[src/rtl/vol_pkg.sv]
package vol_pkg;
    // Half-decibel steps per 6 dB group (one binary shift).
    localparam int STEPS_PER_OCT = 12;
    // Fraction bits of the residual-gain coefficients.
    localparam int COEF_FRAC     = 14;
    localparam int COEF_W        = 16;
    // Code that maps to unity gain.
    localparam int ZERO_DB_CODE  = 207;
    // Whole groups added so that the code offset never goes negative.
    localparam int OCT_BIAS      = (ZERO_DB_CODE + STEPS_PER_OCT - 1) / STEPS_PER_OCT;
    localparam int BIAS_STEPS    = OCT_BIAS * STEPS_PER_OCT - ZERO_DB_CODE;

    // round(2^(idx/12) * 2^14)
    function automatic logic [COEF_W-1:0] frac_coef(input int idx);
        case (idx)
            1:       return 16'd17358;
            2:       return 16'd18390;
            3:       return 16'd19484;
            4:       return 16'd20643;
            5:       return 16'd21870;
            6:       return 16'd23170;
            7:       return 16'd24548;
            8:       return 16'd26008;
            9:       return 16'd27554;
            10:      return 16'd29193;
            11:      return 16'd30929;
            default: return 16'd16384;
        endcase
    endfunction
endpackage

[src/rtl/vol_gain_map.sv]
module vol_gain_map
    import vol_pkg::*;
#(
    parameter int CODE_W      = 8,
    parameter int BOOST_SHIFT = 1,
    parameter int SH_W        = 6
) (
    input  logic [CODE_W-1:0] code,
    output logic [COEF_W-1:0] coef,
    output logic [SH_W-1:0]   shamt,
    output logic              mute
);
    localparam int N_W        = CODE_W + 1;
    // Right shift at bias group 0; must stay >= the largest group index.
    localparam int SHIFT_BASE = COEF_FRAC + OCT_BIAS - BOOST_SHIFT;

    logic [N_W-1:0] steps;
    logic [N_W-1:0] oct;
    logic [N_W-1:0] rem;

    always_comb begin
        steps = {1'b0, code} + N_W'(BIAS_STEPS);
        oct   = steps / N_W'(STEPS_PER_OCT);
        rem   = steps % N_W'(STEPS_PER_OCT);
        coef  = frac_coef(int'(rem));
        shamt = SH_W'(SHIFT_BASE - int'(oct));
        mute  = (code == '0);
    end
endmodule

[src/rtl/vol_ramp.sv]
module vol_ramp #(
    parameter int CODE_W      = 8,
    parameter int STEP_FRAMES = 8
) (
    input  logic              clk,
    input  logic              rst_n,
    input  logic              frame_tick,
    input  logic              fade_off,
    input  logic [CODE_W-1:0] target,
    output logic [CODE_W-1:0] applied
);
    localparam int CNT_W = (STEP_FRAMES > 1) ? $clog2(STEP_FRAMES) : 1;
    localparam logic [CNT_W-1:0] CNT_LAST = CNT_W'(STEP_FRAMES - 1);

    typedef struct packed {
        logic [CODE_W-1:0] cur;
        logic [CODE_W-1:0] tgt;
        logic [CNT_W-1:0]  cnt;
    } ramp_st_t;

    ramp_st_t st_d, st_q;

    always_comb begin
        st_d = st_q;
        if (target != st_q.tgt) begin
            st_d.tgt = target;
            st_d.cnt = '0;
        end else if (frame_tick) begin
            if (fade_off) begin
                st_d.cur = st_q.tgt;
                st_d.cnt = '0;
            end else if (st_q.cur == st_q.tgt) begin
                st_d.cnt = '0;
            end else if (st_q.cnt == CNT_LAST) begin
                st_d.cnt = '0;
                st_d.cur = (st_q.cur > st_q.tgt) ? st_q.cur - 1'b1 : st_q.cur + 1'b1;
            end else begin
                st_d.cnt = st_q.cnt + 1'b1;
            end
        end
    end

    always_ff @(posedge clk or negedge rst_n) begin
        if (!rst_n) st_q <= '0;
        else        st_q <= st_d;
    end

    assign applied = st_q.cur;

    AST_ONE_STEP: assert property (@(posedge clk) disable iff (!rst_n)
        (st_q.cur != $past(st_q.cur) && !$past(fade_off))
        |-> (st_q.cur == $past(st_q.cur) + 1'b1 || st_q.cur == $past(st_q.cur) - 1'b1));
    AST_TOWARD_TARGET: assert property (@(posedge clk) disable iff (!rst_n)
        (st_q.cur != $past(st_q.cur) && !$past(fade_off))
        |-> (($past(st_q.cur) < $past(st_q.tgt)) == (st_q.cur > $past(st_q.cur))));
    AST_MOVE_ON_TICK: assert property (@(posedge clk) disable iff (!rst_n)
        (st_q.cur != $past(st_q.cur)) |-> $past(frame_tick));
    AST_RETARGET_CLEAR: assert property (@(posedge clk) disable iff (!rst_n)
        (st_q.tgt != $past(st_q.tgt)) |-> (st_q.cnt == '0));
endmodule

[src/rtl/vol_scale.sv]
module vol_scale
    import vol_pkg::*;
#(
    parameter int DATA_W = 24,
    parameter int SH_W   = 6
) (
    input  logic signed [DATA_W-1:0] sample,
    input  logic [COEF_W-1:0]        coef,
    input  logic [SH_W-1:0]          shamt,
    input  logic                     mute,
    output logic signed [DATA_W-1:0] result
);
    localparam int PROD_W = DATA_W + COEF_W + 1;
    localparam logic signed [PROD_W-1:0] SAT_HI = PROD_W'((64'sd1 <<< (DATA_W - 1)) - 1);
    localparam logic signed [PROD_W-1:0] SAT_LO = -PROD_W'(64'sd1 <<< (DATA_W - 1));

    logic signed [PROD_W-1:0] prod;
    logic signed [PROD_W-1:0] shifted;
    logic signed [PROD_W-1:0] clamped;

    always_comb begin
        prod    = PROD_W'(sample) * PROD_W'($signed({1'b0, coef}));
        shifted = prod >>> shamt;
        if (mute)                 clamped = '0;
        else if (shifted > SAT_HI) clamped = SAT_HI;
        else if (shifted < SAT_LO) clamped = SAT_LO;
        else                      clamped = shifted;
        result = DATA_W'(clamped);
    end
endmodule

[src/rtl/vol_ctrl_stereo.sv]
module vol_ctrl_stereo
    import vol_pkg::*;
#(
    parameter int DATA_W      = 24,
    parameter int CODE_W      = 8,
    parameter int STEP_FRAMES = 8,
    parameter int BOOST_SHIFT = 1
) (
    input  logic                     clk,
    input  logic                     rst_n,
    input  logic                     frame_tick,
    input  logic                     fade_off,
    input  logic [CODE_W-1:0]        vol_left,
    input  logic [CODE_W-1:0]        vol_right,
    input  logic signed [DATA_W-1:0] in_left,
    input  logic signed [DATA_W-1:0] in_right,
    output logic signed [DATA_W-1:0] out_left,
    output logic signed [DATA_W-1:0] out_right,
    output logic                     out_valid
);
    localparam int NCH  = 2;
    localparam int SH_W = $clog2(COEF_FRAC + OCT_BIAS + 1);

    typedef struct packed {
        logic                     valid;
        logic signed [DATA_W-1:0] l;
        logic signed [DATA_W-1:0] r;
    } out_st_t;

    logic [CODE_W-1:0]        tgt_code [NCH];
    logic [CODE_W-1:0]        applied  [NCH];
    logic signed [DATA_W-1:0] smp      [NCH];
    logic signed [DATA_W-1:0] scaled   [NCH];

    assign tgt_code[0] = vol_left;
    assign tgt_code[1] = vol_right;
    assign smp[0]      = in_left;
    assign smp[1]      = in_right;

    for (genvar ch = 0; ch < NCH; ch++) begin : g_ch
        logic [COEF_W-1:0] coef;
        logic [SH_W-1:0]   shamt;
        logic              mute;

        vol_ramp #(.CODE_W(CODE_W), .STEP_FRAMES(STEP_FRAMES)) u_ramp (
            .clk(clk), .rst_n(rst_n), .frame_tick(frame_tick), .fade_off(fade_off),
            .target(tgt_code[ch]), .applied(applied[ch]));

        vol_gain_map #(.CODE_W(CODE_W), .BOOST_SHIFT(BOOST_SHIFT), .SH_W(SH_W)) u_map (
            .code(applied[ch]), .coef(coef), .shamt(shamt), .mute(mute));

        vol_scale #(.DATA_W(DATA_W), .SH_W(SH_W)) u_scale (
            .sample(smp[ch]), .coef(coef), .shamt(shamt), .mute(mute),
            .result(scaled[ch]));
    end

    out_st_t st_d, st_q;

    always_comb begin
        st_d       = st_q;
        st_d.valid = frame_tick;
        if (frame_tick) begin
            st_d.l = scaled[0];
            st_d.r = scaled[1];
        end
    end

    always_ff @(posedge clk or negedge rst_n) begin
        if (!rst_n) st_q <= '0;
        else        st_q <= st_d;
    end

    assign out_left  = st_q.l;
    assign out_right = st_q.r;
    assign out_valid = st_q.valid;

    AST_MUTE_LEFT: assert property (@(posedge clk) disable iff (!rst_n)
        (frame_tick && applied[0] == '0) |=> (out_left == '0));
    AST_MUTE_RIGHT: assert property (@(posedge clk) disable iff (!rst_n)
        (frame_tick && applied[1] == '0) |=> (out_right == '0));
    AST_VALID_AFTER_TICK: assert property (@(posedge clk) disable iff (!rst_n)
        frame_tick |=> out_valid);
    AST_VALID_ONLY_AFTER_TICK: assert property (@(posedge clk) disable iff (!rst_n)
        !frame_tick |=> !out_valid);
    AST_HOLD_BETWEEN: assert property (@(posedge clk) disable iff (!rst_n)
        !out_valid |-> ($stable(out_left) && $stable(out_right)));
endmodule

[config.mk]
export PLATFORM = sky130hd
export DESIGN_NAME = vol_ctrl_stereo
export DESIGN_NICKNAME = d
export VERILOG_FILES = /design/src/rtl/vol_pkg.sv /design/src/rtl/vol_gain_map.sv /design/src/rtl/vol_ramp.sv /design/src/rtl/vol_scale.sv /design/src/rtl/vol_ctrl_stereo.sv
export SDC_FILE = /design/constraint.sdc
export NUM_CORES = 2
export LEC_CHECK = 0
export ABC_AREA = 1
export BUFFER_PORTS_ARGS = -buffer_cell sky130_fd_sc_hd__buf_2
export CORE_MARGIN = 3
export CORE_UTILIZATION = 60
export CTS_BUF_LIST = sky130_fd_sc_hd__clkbuf_4 sky130_fd_sc_hd__clkbuf_8
export DETAILED_ROUTE_END_ITERATION = 10
export GPL_TIMING_DRIVEN = 0
export PLACE_DENSITY = 0.89
export REMOVE_ABC_BUFFERS = 1
export SLEW_MARGIN = 20
export SYNTH_ARGS = -nofsm -noshare
export SYNTH_HDL_FRONTEND = slang
export SYNTH_HIERARCHICAL = 1
export SYNTH_SLANG_ARGS = --single-unit
[constraint.sdc]
create_clock -name clk -period 22 [get_ports clk]
set_clock_uncertainty 0.05 [all_clocks]
set_input_delay 2.2 -clock clk [delete_from_list [all_inputs] [get_ports clk]]
set_output_delay 2.2 -clock clk [all_outputs]
set_load 0.02 [all_outputs]
# Word level (Yosys, flattened, before mapping)
# Memory sizes are Yosys's and may differ from the RTL's.
# Index checks and enable logic that the tools add are counted.
dict set report totals {
  romBits 448
  mem_count 2
  regBits 87
  inputBits 68
  output_inout_bits 49
}
dict set report op_classes {
  magnitude_cmp 6
  mux 26
  bitwise 2
  n_eq_ne 8
  multipliers 2
  div_mod_pow 4
  addsub 10
  shift 2
  n_reduce_logical 10
}
# memory depth width read_ports rd_ports_with_merged_regs write_ports line
set memory_table {}
lappend memory_table {{(name not given)} 16 14 1 0 0 vol_pkg.sv:15} ;# case (idx)
lappend memory_table {{(name not given)} 16 14 1 0 0 vol_pkg.sv:15}
# cell count
set ops {}
lappend ops {{2-to-1 mux 24 bit} 6}
lappend ops {{greater-than comparator 41 x 24 -> 1 bit, second input constant} 2}
lappend ops {{< comparator 41 x 24 -> 1 bit, second input constant} 2}
lappend ops {{multiplier 24 x 17 -> 41 bit} 2}
lappend ops {{>>> shifter 41 x 6 -> 41 bit} 2}
lappend ops {{2-to-1 mux 8 bit} 8}
lappend ops {{2-to-1 mux 16 bit} 2}
lappend ops {{2-to-1 mux 3 bit} 10}
lappend ops {{adder 8 x 4 -> 9 bit, second input constant} 2}
lappend ops {{divider 9 x 4 -> 9 bit, second input constant} 2}
lappend ops {{remainder unit 9 x 4 -> 9 bit, second input constant} 2}
lappend ops {{adder 8 x 1 -> 8 bit, second input constant} 2}
lappend ops {{== test 8 bit} 2}
lappend ops {{greater-than comparator 8 bit} 2}
lappend ops {{zero test 8 bit} 2}
lappend ops {{inequality test 8 bit} 2}
lappend ops {{subtractor 8 x 1 -> 8 bit, second input constant} 2}
lappend ops {{subtractor 5 x 6 -> 6 bit, first input constant} 2}
lappend ops {{zero test 5 bit} 2}
lappend ops {{AND reduction 4 bit} 2}
lappend ops {{nonzero test 2 bit} 4}
lappend ops {{adder 3 x 1 -> 3 bit, second input constant} 2}
lappend ops {{== test 3 bit, second input constant} 2}
lappend ops {{inequality test 2 bit, second input constant} 2}
lappend ops {{inverter 1 bit} 2}

# Depth between registers and ports, before layout
dict set report logic_depth {
  ltp_word 10
  ltp_mapped 68
  mapped_depth_nobuf 65
}

# By module
# The synthesis kept the hierarchy.
# module area_each_um2 cells_each n_inst
set by_module_without_submodules {}
lappend by_module_without_submodules {{vol_scale at g_ch[0].u_scale} 19205.9 2950 1}
lappend by_module_without_submodules {{vol_scale at g_ch[1].u_scale} 18207.5 2711 1}
lappend by_module_without_submodules {vol_ramp 1525.2 196 2}
lappend by_module_without_submodules {vol_ctrl_stereo 1830.5 204 1}
lappend by_module_without_submodules {{vol_gain_map at g_ch[0].u_map} 852.1 157 1}
lappend by_module_without_submodules {{vol_gain_map at g_ch[1].u_map} 789.5 159 1}

# Worst setup path before layout
# Ideal clock, no wire load.
dict set report synth_timing {
  kind {input port to flip-flop}
  from {in in_left[23]}
  to {reg st_q, in the netlist out_left[3]}
  setup_time_ps 117
  cell_stages 37
  t_arrival_ps 9016
  setup_slack_ps 12817
  required_ps 21833
  cell_sequence {clkbuf_1 clkbuf_1 nand2_1 inv_1 fa_1 fa_1 inv_1 fa_1 fa_1 fa_1 inv_1 fa_1 ha_1 nand2_1 inv_1 nand2_1 nand2_1 inv_1 a21oi_1 nor2_2 nand4_2 nand2_8 inv_4 nand2_4 buf_4 nand3_1 a21oi_1 nand2_1 nor2_1 nand2_1 nor2_1 nand3_1 nand3_2 buf_6 a21oi_2 nand2_1 nand2_1}
}
# element line
set synth_lines {}
lappend synth_lines {{start: declaration} vol_ctrl_stereo.sv:15} ;# input logic signed [DATA_W-1:0] in_left,
lappend synth_lines {{end signal: assignment} vol_ctrl_stereo.sv:70} ;# else st_q <= st_d;
lappend synth_lines {{end: declaration} vol_ctrl_stereo.sv:57} ;# out_st_t st_d, st_q;

==> flow_metrics.env <==
export IMPL_synth_largest_area_cell="fa_1"
export IMPL_cts_setup_buffers=0
export IMPL_drt_first_pass_iters=6
export IMPL_hp_class="register to register"
export IMPL_fp_row_count=98
export IMPL_tns_ps=0
export IMPL_worstSetupStartpoint="g_ch[0].u_ramp/applied[0]"
export IMPL_die_w_um=277
export IMPL_cp_max_fo=36
export IMPL_cts_sinks=87
export IMPL_clockBufferDepth=2
export IMPL_cp_start_kind="register"
export IMPL_drtIter0Drc=3356
export IMPL_antenna_found_initial=2
export IMPL_cts_buffers=9
export IMPL_reg2reg_from="g_ch[0].u_ramp/applied[0]"
export IMPL_setup_viol=0
export IMPL_netlist_instances=6573
export IMPL_hold_violations=0
export IMPL_met2_length_um=58900
export IMPL_ys_ff_latch=87
export IMPL_rsz0062_at_grt="no"
export IMPL_yosys_warnings=6
export IMPL_fmax_ghz=0.0789
export IMPL_grt_usage=0.308
export IMPL_crit_path_frequent_cell="nand2_1"
export IMPL_critPathRequiredTime_ps=22270
export IMPL_die_h_um=277
export IMPL_dpl_hpwl_um=96300
export IMPL_viasPerCell=5.47
export IMPL_cts_tree="yes"
export IMPL_finalMaxSlewViolations=0
export IMPL_gp_congestion=0.982
export IMPL_synth_edf_count=0
export IMPL_drc_errors=0
export IMPL_initial_core_util=0.610
export IMPL_core_area_um2=72000
export IMPL_grt_pass1_wl_um=197000
export IMPL_routed_top_layer="met4"
export IMPL_grt_pass1_vias=42100
export IMPL_ys_types=64
export IMPL_nets=7480
export IMPL_end_kind="register"
export IMPL_pin_count=117
export IMPL_netlist_area_um2=43900
export IMPL_arrival_ps=12950
export IMPL_grt_max_degree=61
export IMPL_wire_per_inst_um=15.7
export IMPL_cap_violations=0
export IMPL_holdCritStartpoint="out_left[13]"
export IMPL_wirelength_um=116000
export IMPL_worst_slew_pin_slew_ps=1220
export IMPL_seq_area_frac_synth=0.0496
export IMPL_cp_slowest_cell="fa_1"
export IMPL_wl_met3_um=6700
export IMPL_synth_top_area_frac=0.344
export IMPL_drive_above_1_share=0.0611
export IMPL_fin_crit_ps=12680
export IMPL_ys_flop_type="dfrtp_1"
export IMPL_status="complete, no violations"
export IMPL_worst_path_largest_cell_delay_ps=880
export IMPL_htree_num_levels=3
export IMPL_vias=40300
export IMPL_postSynthAreaPerCell_um2=6.68
export IMPL_ys_async_sr_fraction=1.00
export IMPL_post_route_period_util=0.576
export IMPL_path_clk_slew_ps=90
export IMPL_overflow=0
export IMPL_synth_area_top_cells="fa_1, nand2_1, inv_1"
export IMPL_slew_headroom=0.184
export IMPL_root_buffer="clkbuf_8"
export IMPL_area_growth_pct=2.29
export IMPL_die_area_um2=76500
export IMPL_clock_latency_ps=390
export IMPL_io_buffer_count=116
export IMPL_wl_met1_um=44700
export IMPL_worstSetupPathType="register to register"
export IMPL_drtAntennaViolNets=0
export IMPL_cts_resized=0
export IMPL_cts_hold_buf=0
-- metrics by stage --
step	hold WS [ps]	instances	worst slack (ps)	utilization	area (µm²)
2_1_floorplan	462	6261	11710	-	42500
3_3_place_gp	401	7327	9330	0.615	44300
3_5_place_dp	403	7347	9440	0.622	44700
4_1_cts	424	7361	9380	0.624	44900
5_1_grt	437	7363	8110	0.624	44900
6_report	419	7363	9320	0.624	44900
-- per-layer routing --
| metal | track usage | vias to the layer above |
|---|---|---|
| met5 | 0 | - |
| met4 | 0.133 | 0 |
| met3 | 0.0281 | 402 |
| met2 | 0.556 | 1602 |
| met1 | 0.375 | 19300 |
| li1 | - | 19000 |
-- registers in the layout (all words and copies together) (netlist names) --
| name | cells |
|---|---|
| out_left | 24 |
| out_right | 24 |
| g_ch.u_ramp/st_q | 22 |
| g_ch.u_ramp/applied | 16 |
| out_valid | 1 |
-- worst max-delay path, delay by kind of cell, from the launching register on --
| kind | cells | cell delay [ps] |
|---|---|---|
| AOI/OAI and AO/OA | 3 | 690 |
| DFF | 1 | 590 |
| buffers and inverters | 7 | 1370 |
| adders and majority gates | 8 | 4290 |
| and+or+nand+nor | 38 | 5540 |
-- cells in the mapped netlist, types with 6 or more instances --
library cell  count
or2_2             6
buf_4            27
nor2_4            6
clkbuf_1        217
a21oi_2          44
xor2_1           41
buf_1            21
ha_1            248
mux2i_1           8
nand2_2          42
inv_2            32
nor4_1            6
nand3_1         599
buf_2            34
nand2_1        2098
o211ai_1         20
fa_1            756
a31oi_1           9
nand4_1          48
nor3_1           16
o21ai_2           8
nand2_4           7
o21bai_1         10
nor2_2           29
nor2_1          210
dfrtp_1          87
o21ai_1          20
xnor2_1          16
o21ai_0          99
inv_1          1589
buf_6            11
a21oi_1         117
clkinv_1          8
nand3_2          24
-- kinds of logic after synthesis --
group                    count (synthesis)  synth area share
XOR/XNOR                                57            0.0114
AND/OR/NAND/NOR                       3118             0.302
buffers and inverters                 1944             0.172
adder cells (fa/ha/maj)               1004             0.415
AO/OA/AOI/OAI                          351            0.0481
flip-flops                              87            0.0496
other                                    4          0.000342
multiplexers                             8           0.00182
-- final cells by class --
cell class / count / area (µm²)
diodes: 2 / 5.00
clock buffers: 11 / 145
clock inverters: 3 / 43.8
fillers: 6268 / 27000
inverters: 1632 / 6130
multi-input cells: 4542 / 34300
flip-flops and latches: 87 / 2180
well taps: 950 / 1190
repair buffers: 136 / 906
-- cells in the final DEF (no fill, tap or decap), drive strengths merged, types with 3 or more instances in the layout --
cell / instances
clkbuf: 11
nor4: 6
xor2: 41
or2: 10
a31oi: 9
o221ai: 3
mux2i: 8
o211ai: 20
conb: 4
nand2: 2148
nand3: 624
nor3: 20
ha: 248
o21ai: 127
nand3b: 5
buf: 136
a21oi: 161
dfrtp: 87
clkinv: 9
a22oi: 4
o21bai: 11
nor2: 245
inv: 1625
xnor2: 16
nand4: 55
a211oi: 3
fa: 756
-- worst paths after layout --
check | slack, ps | depth (start not counted) | to
max | 9320 | 56 | out_left[0]
min | 420 | 2 | out_left[13]
max reg2reg | 9320 | 56 | out_left[0]
min reg2reg | 420 | 2 | out_left[13]
max in group asynchronous | 19580 | 2 | out_right[17]
min in group asynchronous | 1680 | 1 | g_ch[0].u_ramp/applied[0]
Power is not shown: default switching activity piles up to over one toggle a cycle in this logic, so the estimate is an artifact.
